<file path="config.mk">
export PLATFORM = sky130hd
export DESIGN_NAME = db_regbank
export DESIGN_NICKNAME = d
export VERILOG_FILES = /design/src/rtl/db_pkg.sv /design/src/rtl/db_fifo.sv /design/src/rtl/db_irq.sv /design/src/rtl/db_regbank.sv
export SDC_FILE = /design/constraint.sdc
export NUM_CORES = 2
export LEC_CHECK = 0
export BUFFER_PORTS_ARGS = -buffer_cell sky130_fd_sc_hd__buf_4
export CORE_MARGIN = 5
export CORE_UTILIZATION = 35
export CTS_CLUSTER_DIAMETER = 150
export CTS_CLUSTER_SIZE = 20
export DETAILED_ROUTE_END_ITERATION = 10
export GPL_TIMING_DRIVEN = 0
export SKIP_CTS_REPAIR_TIMING = 1
export SLEW_MARGIN = 25
export SYNTH_ARGS = -nofsm -noshare
export SYNTH_HDL_FRONTEND = slang
export SYNTH_HIERARCHICAL = 1
export SYNTH_SLANG_ARGS = --single-unit
export TNS_END_PERCENT = 50
</file>
<file path="constraint.sdc">
create_clock -name clk_i -period 10 [get_ports clk_i]
set_input_delay 0.5 -clock clk_i [delete_from_list [all_inputs] [get_ports clk_i]]
set_output_delay 0.5 -clock clk_i [all_outputs]
set_load 0.03 [all_outputs]
</file>
<file path="src/rtl/db_pkg.sv">
package db_pkg;
  localparam int unsigned REG_AW = 6;
  localparam int unsigned MSG_W  = 32;

  typedef enum logic [1:0] {
    CPL_DONE    = 2'b00,
    CPL_ERR     = 2'b01,
    CPL_TIMEOUT = 2'b10
  } cpl_code_e;

  // word index = byte address [5:2]
  localparam logic [3:0] IDX_RX_MSG   = 4'd0;
  localparam logic [3:0] IDX_RX_STAT  = 4'd1;
  localparam logic [3:0] IDX_TX_CTRL  = 4'd2;
  localparam logic [3:0] IDX_TX_MSG   = 4'd3;
  localparam logic [3:0] IDX_TX_STAT  = 4'd4;
  localparam logic [3:0] IDX_CPL_MSG  = 4'd5;
  localparam logic [3:0] IDX_CPL_STAT = 4'd6;
  localparam logic [3:0] IDX_CPL_CTRL = 4'd7;
  localparam logic [3:0] IDX_IRQ_EN   = 4'd8;
  localparam logic [3:0] IDX_IRQ_STS  = 4'd9;

  localparam int unsigned IRQ_RX  = 0;
  localparam int unsigned IRQ_CPL = 1;
  localparam int unsigned IRQ_OVF = 2;
  localparam int unsigned IRQ_N   = 3;
endpackage

</file>
<file path="src/rtl/db_fifo.sv">
module db_fifo #(
  parameter int unsigned WIDTH = 32,
  parameter int unsigned DEPTH = 16,
  localparam int unsigned PTR_W = (DEPTH > 1) ? $clog2(DEPTH) : 1,
  localparam int unsigned CNT_W = $clog2(DEPTH + 1)
) (
  input  logic             clk_i,
  input  logic             rst_ni,
  input  logic             push_i,
  input  logic [WIDTH-1:0] data_i,
  input  logic             pop_i,
  output logic [WIDTH-1:0] data_o,
  output logic             full_o,
  output logic             empty_o,
  output logic [CNT_W-1:0] level_o
);
  logic [WIDTH-1:0] mem_q [DEPTH];
  logic [PTR_W-1:0] wptr_q, rptr_q;
  logic [CNT_W-1:0] cnt_q;
  logic             do_push, do_pop;

  assign full_o  = (cnt_q == CNT_W'(DEPTH));
  assign empty_o = (cnt_q == '0);
  assign level_o = cnt_q;
  assign do_push = push_i && !full_o;
  assign do_pop  = pop_i && !empty_o;
  assign data_o  = empty_o ? '0 : mem_q[rptr_q];

  function automatic logic [PTR_W-1:0] nxt(input logic [PTR_W-1:0] p);
    return (p == PTR_W'(DEPTH - 1)) ? '0 : p + 1'b1;
  endfunction

  always_ff @(posedge clk_i) begin
    if (do_push) mem_q[wptr_q] <= data_i;
  end

  always_ff @(posedge clk_i or negedge rst_ni) begin
    if (!rst_ni) begin
      wptr_q <= '0;
      rptr_q <= '0;
      cnt_q  <= '0;
    end else begin
      if (do_push) wptr_q <= nxt(wptr_q);
      if (do_pop)  rptr_q <= nxt(rptr_q);
      case ({do_push, do_pop})
        2'b10:   cnt_q <= cnt_q + 1'b1;
        2'b01:   cnt_q <= cnt_q - 1'b1;
        default: cnt_q <= cnt_q;
      endcase
    end
  end
endmodule

</file>
<file path="src/rtl/db_irq.sv">
module db_irq
  import db_pkg::*;
(
  input  logic             clk_i,
  input  logic             rst_ni,
  input  logic             set_rx_i,
  input  logic             set_cpl_i,
  input  logic             set_ovf_i,
  input  logic             cpl_pop_i,
  input  logic             clr_wr_i,
  input  logic [IRQ_N-1:0] clr_mask_i,
  input  logic [IRQ_N-1:0] enable_i,
  output logic [IRQ_N-1:0] status_o,
  output logic             irq_o
);
  logic [IRQ_N-1:0] sts_q;
  logic             unlock_q;
  logic [IRQ_N-1:0] clr;

  assign clr = clr_wr_i ? clr_mask_i : '0;

  always_ff @(posedge clk_i or negedge rst_ni) begin
    if (!rst_ni) begin
      sts_q    <= '0;
      unlock_q <= 1'b0;
    end else begin
      // a new overflow re-arms the lock; a completion read releases it
      if (set_ovf_i)                       unlock_q <= 1'b0;
      else if (cpl_pop_i && sts_q[IRQ_OVF]) unlock_q <= 1'b1;
      sts_q[IRQ_RX]  <= set_rx_i  | (sts_q[IRQ_RX]  & ~clr[IRQ_RX]);
      sts_q[IRQ_CPL] <= set_cpl_i | (sts_q[IRQ_CPL] & ~clr[IRQ_CPL]);
      sts_q[IRQ_OVF] <= set_ovf_i | (sts_q[IRQ_OVF] & ~(clr[IRQ_OVF] & unlock_q));
    end
  end

  assign status_o = sts_q;
  assign irq_o    = |(sts_q & enable_i);
endmodule

</file>
<file path="src/rtl/db_regbank.sv">
module db_regbank
  import db_pkg::*;
#(
  parameter int unsigned DEPTH = 16
) (
  input  logic              clk_i,
  input  logic              rst_ni,
  input  logic              reg_wr_i,
  input  logic              reg_rd_i,
  input  logic [REG_AW-1:0] reg_addr_i,
  input  logic [31:0]       reg_wdata_i,
  output logic [31:0]       reg_rdata_o,
  input  logic              rx_valid_i,
  input  logic [MSG_W-1:0]  rx_msg_i,
  output logic              rx_ready_o,
  output logic              tx_valid_o,
  output logic [MSG_W-1:0]  tx_msg_o,
  output logic [1:0]        tx_prio_o,
  input  logic              tx_ready_i,
  input  logic              rsp_valid_i,
  input  logic [1:0]        rsp_code_i,
  input  logic [MSG_W-1:0]  rsp_msg_i,
  output logic              irq_o
);
  localparam int unsigned CNT_W = $clog2(DEPTH + 1);
  localparam int unsigned CPL_W = MSG_W + 2;

  logic [3:0] idx;
  logic       aligned, wr, rd;
  assign idx     = reg_addr_i[REG_AW-1:2];
  assign aligned = (reg_addr_i[1:0] == 2'b00);
  assign wr      = reg_wr_i && aligned;
  assign rd      = reg_rd_i && aligned;

  // receive queue
  logic             rx_full, rx_empty, rx_pop;
  logic [MSG_W-1:0] rx_head;
  logic [CNT_W-1:0] rx_level;
  assign rx_ready_o = !rx_full;
  assign rx_pop     = rd && (idx == IDX_RX_MSG);

  db_fifo #(.WIDTH(MSG_W), .DEPTH(DEPTH)) u_rx_q (
    .clk_i, .rst_ni,
    .push_i(rx_valid_i), .data_i(rx_msg_i),
    .pop_i(rx_pop), .data_o(rx_head),
    .full_o(rx_full), .empty_o(rx_empty), .level_o(rx_level)
  );

  // transmit queue and awaiting-response count
  logic             tx_full, tx_empty, tx_push, tx_fire;
  logic [CNT_W-1:0] tx_level, pend_q;
  logic [MSG_W-1:0] tx_last_q;
  logic [1:0]       prio_q;
  assign tx_push    = wr && (idx == IDX_TX_MSG) && !tx_full;
  assign tx_valid_o = !tx_empty && (pend_q < CNT_W'(DEPTH));
  assign tx_fire    = tx_valid_o && tx_ready_i;
  assign tx_prio_o  = prio_q;

  db_fifo #(.WIDTH(MSG_W), .DEPTH(DEPTH)) u_tx_q (
    .clk_i, .rst_ni,
    .push_i(tx_push), .data_i(reg_wdata_i),
    .pop_i(tx_fire), .data_o(tx_msg_o),
    .full_o(tx_full), .empty_o(tx_empty), .level_o(tx_level)
  );

  logic rsp_dec;
  assign rsp_dec = rsp_valid_i && (pend_q != '0);

  // completion queue with outcome filter
  logic [1:0]       cpl_ctrl_q, last_code_q;
  logic             cpl_keep, cpl_full, cpl_empty, cpl_pop, ovf_evt;
  logic [CPL_W-1:0] cpl_head;
  logic [CNT_W-1:0] cpl_level;
  assign cpl_keep = rsp_valid_i &&
                    ((rsp_code_i == CPL_DONE) ? cpl_ctrl_q[0] : cpl_ctrl_q[1]);
  assign ovf_evt  = cpl_keep && cpl_full;
  assign cpl_pop  = rd && (idx == IDX_CPL_MSG) && !cpl_empty;

  db_fifo #(.WIDTH(CPL_W), .DEPTH(DEPTH)) u_cpl_q (
    .clk_i, .rst_ni,
    .push_i(cpl_keep), .data_i({rsp_code_i, rsp_msg_i}),
    .pop_i(cpl_pop), .data_o(cpl_head),
    .full_o(cpl_full), .empty_o(cpl_empty), .level_o(cpl_level)
  );

  // interrupts
  logic [IRQ_N-1:0] irq_en_q, irq_sts;
  db_irq u_irq (
    .clk_i, .rst_ni,
    .set_rx_i(rx_valid_i && !rx_full),
    .set_cpl_i(cpl_keep && !cpl_full),
    .set_ovf_i(ovf_evt),
    .cpl_pop_i(cpl_pop),
    .clr_wr_i(wr && (idx == IDX_IRQ_STS)),
    .clr_mask_i(reg_wdata_i[IRQ_N-1:0]),
    .enable_i(irq_en_q),
    .status_o(irq_sts),
    .irq_o
  );

  always_ff @(posedge clk_i or negedge rst_ni) begin
    if (!rst_ni) begin
      prio_q      <= '0;
      tx_last_q   <= '0;
      cpl_ctrl_q  <= '0;
      irq_en_q    <= '0;
      last_code_q <= '0;
      pend_q      <= '0;
    end else begin
      if (wr && idx == IDX_TX_CTRL)
        prio_q <= (reg_wdata_i[1:0] == 2'b11) ? 2'b10 : reg_wdata_i[1:0];
      if (tx_push)                   tx_last_q  <= reg_wdata_i;
      if (wr && idx == IDX_CPL_CTRL) cpl_ctrl_q <= reg_wdata_i[1:0];
      if (wr && idx == IDX_IRQ_EN)   irq_en_q   <= reg_wdata_i[IRQ_N-1:0];
      if (cpl_pop)                   last_code_q <= cpl_head[CPL_W-1 -: 2];
      pend_q <= pend_q + CNT_W'(tx_fire) - CNT_W'(rsp_dec);
    end
  end

  always_comb begin
    reg_rdata_o = '0;
    if (rd) begin
      case (idx)
        IDX_RX_MSG:   reg_rdata_o = rx_head;
        IDX_RX_STAT:  reg_rdata_o = {24'd0, 8'(rx_level)};
        IDX_TX_CTRL:  reg_rdata_o = {30'd0, prio_q};
        IDX_TX_MSG:   reg_rdata_o = tx_last_q;
        IDX_TX_STAT:  reg_rdata_o = {8'd0, 8'(pend_q), 8'(tx_level), 8'(cpl_level)};
        IDX_CPL_MSG:  reg_rdata_o = cpl_head[MSG_W-1:0];
        IDX_CPL_STAT: reg_rdata_o = {30'd0, last_code_q};
        IDX_CPL_CTRL: reg_rdata_o = {30'd0, cpl_ctrl_q};
        IDX_IRQ_EN:   reg_rdata_o = {{(32-IRQ_N){1'b0}}, irq_en_q};
        IDX_IRQ_STS:  reg_rdata_o = {{(32-IRQ_N){1'b0}}, irq_sts};
        default:      reg_rdata_o = '0;
      endcase
    end
  end
endmodule

</file>
==> results.yml <==
status:
  status: "complete, no violations"
finish:
  filler_cell_count: 16610
  fin_area_mm2: 0.0756
  register_area_mm2: 0.0493
  drive_above_1_share_pct: 27.6
  layout.cells.non_filler: 6119
  final_nets: 3684
  final_core_util_pct: 40.3
  multi_input_area_mm2: 0.0157
  area_growth_pct: 14.5
synth:
  syn_nets: 3288
  synth.area.top_cells: "edfxtp_1 (71%), mux4_2 (13%), dfrtp_1 (3.4%)"
  synth-compound-area-share_pct: 4.92
  synthSimpleGateAreaFrac_pct: 1.58
  syn_inst: 3146
  synth_seq_cells: 1657
  synth_area_leader_cell: "edfxtp_1"
  synthXorXnorAreaFrac_pct: 0.411
  async_flop_share_pct: 5.37
  ys_seq_area_share_pct: 74.7
  ys_warn_count: 6
  syn_area_mm2: 0.0660
  synth_ff_type: "edfxtp_1"
  synth-edff-count: 1568
  syn_area_per_cell_um2: 21.0
  synth_top_area_share_pct: 71.3
  ys_types: 54
  synth-adder-area-share_pct: 0.599
  synthMuxAreaShare_pct: 15.8
  synth_top_family_by_area: "multiplexers"
global_routing:
  antenna_found_initial: 27
  grt-ovfl-total: 0
  grt_max_degree: 90
  grt_usage_pct: 17.4
  grt_pass1_vias: 33636
  grt_first_pass_wirelength_mm: 249
critical_path:
  critPathLaunch: "u_cpl_q/rptr_q[1]"
  cp_data_arrival_time_ns: 4.88
  worstPathMaxFanout: 10
  end_kind: "primary output"
  critPathRequiredTime_ns: 9.50
  timing.rr.start: "u_tx_q/level_o[4]"
  crit_type: "flop to primary output"
  rrSetupSlack_ns: 5.28
  start_kind: "flop"
clock_network:
  cts_sinks: 1657
  tritoncts: "built"
  root_buffer: "clkbuf_16"
  path_clk_slew_ns: 0.08
  cts.htree.levels: 3
  clkLatencyLatePin_ns: 0.75
  cts_made_buffers: 93
  clockBufferDepth: 3
floorplanning:
  rows: 159
  start_util_pct: 35.2
  dieArea_mm2: 0.197
  io_pins: 180
  die_y_um: 444
  coreArea_mm2: 0.188
  die_w_um: 444
routing:
  wl_per_cell_um: 28.4
  drt_iter0_drc: 3339
  drc: 0
  routed_wl_mm: 174
  via_count: 33434
  antenna_left: 0
  viasPerCell: 5.46
  dr.pass1.iters: 9
hold_path:
  worstHoldStart: "rsp_msg_i[8]"
  hold_class: "primary input to flop"
timing:
  slew_headroom_pct: 28.8
  grt_setup_unrepaired: "no"
  setup_viol: 0
  worst_slew_pin_slew_ns: 1.06
  period_needed_ns: 5.38
  maxSlewViolCount: 0
  skew_ns: 0.0565
  period_share_pct: 53.8
  max_clock_freq_mhz: 186
  hold_viol_final: 0
  setup_tns_ns: 0
place:
  gp_congestion: 0.835
  dp_hpwl_mm: 124
  place_inst: 5941
  portBuffers: 179
  place_area_mm2: 0.0728
power_and_ir_drop:
  power_leakage_nw: 23.2
  total_power_mw: 16.3
  vdd_drop_max_uv: 142
  power_density_mw_per_mm2: 216
flow_run:
  drv_cap: 0
cells in the final DEF (no fill, tap or decap), types with 40 or more instances in the layout:
cell,n
buf_16,46
buf_2,49
buf_4,251
clkbuf_1,143
clkbuf_16,96
dfrtp_1,89
edfxtp_1,1568
mux2i_1,104
mux4_2,393
nand2_1,44
nor2_4,40
o211ai_1,275
layout make-up:
| class | count | share of cell area [%] |
|---|---|---|
| plain buffers | 219 | 1.60 |
| well taps | 2495 | 4.13 |
| clock inverters | 7 | 0.164 |
| repair buffers | 301 | 4.41 |
| clock buffers | 153 | 3.46 |
| flip-flops and latches | 1657 | 65.2 |
| diodes | 17 | 0.0563 |
| inverters | 30 | 0.149 |
| multi-input cells | 1240 | 20.8 |
critical path: stages, from the launching register on:
cell	delay, ns
dfrtp_1	0.42
buf_2	0.35
buf_1	0.76
mux4_2	0.35
mux2i_1	0.11
o211ai_1	0.48
mux2i_1	0.16
a211o_1	0.33
a211oi_1	0.84
buf_4	0.31
state kept, by name, indices dropped and copies added, names as in the netlist, 5 cells and up:
name and flops:
u_cpl_q/mem_q 544, u_rx_q/mem_q 512, u_tx_q/mem_q 512, tx_last_q 32, pend_q 5, u_cpl_q/level_o 5
u_rx_q/level_o 5, u_tx_q/level_o 5
worst paths after layout:
path	to	cells past startpoint
worst max-delay path	reg_rdata_o[0]	9
max in group asynchronous	tx_last_q[7]	2
worst max register to register	u_tx_q/mem_q[0][20]	14
worst min register to register	tx_last_q[16]	1
min in group asynchronous	u_cpl_q/rptr_q[1]	2
worst min-delay path	u_cpl_q/mem_q[9][8]	1
routing by layer:
layer  vias to the layer above  part of all wire (%)  GRT usage (%)  wire length (µm)
met5                         -                 0.014              0                25
met4                         4                   5.4           8.86              9420
met2                      1132                    49           28.4             85100
met1                     18034                    39           22.5             68500
met3                       251                   6.2           2.91             10800
li1                      14013                     -              -                 -
per-stage QoR:
step | hold WS (ns) | worst slack, ns
after global placement | 0.477 | 1.71
after floorplan | 0.204 | 5.20
after detailed placement | 0.479 | 5.36
after CTS | -0.178 | 4.50
after global routing | 0.0104 | 4.56
final | 0.0465 | 4.62
report_power, final:
part | total (mW) | switching [mW] | internal [mW]
registers | 8.07 | 0.176 | 7.90
clock network | 4.01 | 2.20 | 1.81
logic | 4.21 | 2.54 | 1.67
cell usage after synthesis, drive strengths merged (4+ instances only):
cell / n
a222oi: 28
mux4: 393
nor3: 26
o21ai: 22
nor2b: 10
ha: 30
nand3: 16
nand2: 45
mux2i: 104
a21boi: 4
inv: 30
edfxtp: 1568
a211oi: 6
xor2: 14
or4: 4
buf: 133
a21oi: 34
nand2b: 8
a21o: 12
and2: 14
nor2: 71
mux2: 49
nor4: 7
dfrtp: 89
clkbuf: 86
o31ai: 6
xnor2: 17
o211ai: 295
a211o: 4
kinds of logic after synthesis:
group / Yosys count
xor gates and xnor gates: 31
muxes: 546
buffers and inverters: 249
adders and majority gates: 31
DFF: 1657
and+or+nand+nor: 210
AOI/OAI and AO/OA: 422
No activity file was read; power rests on OpenSTA's default activity.
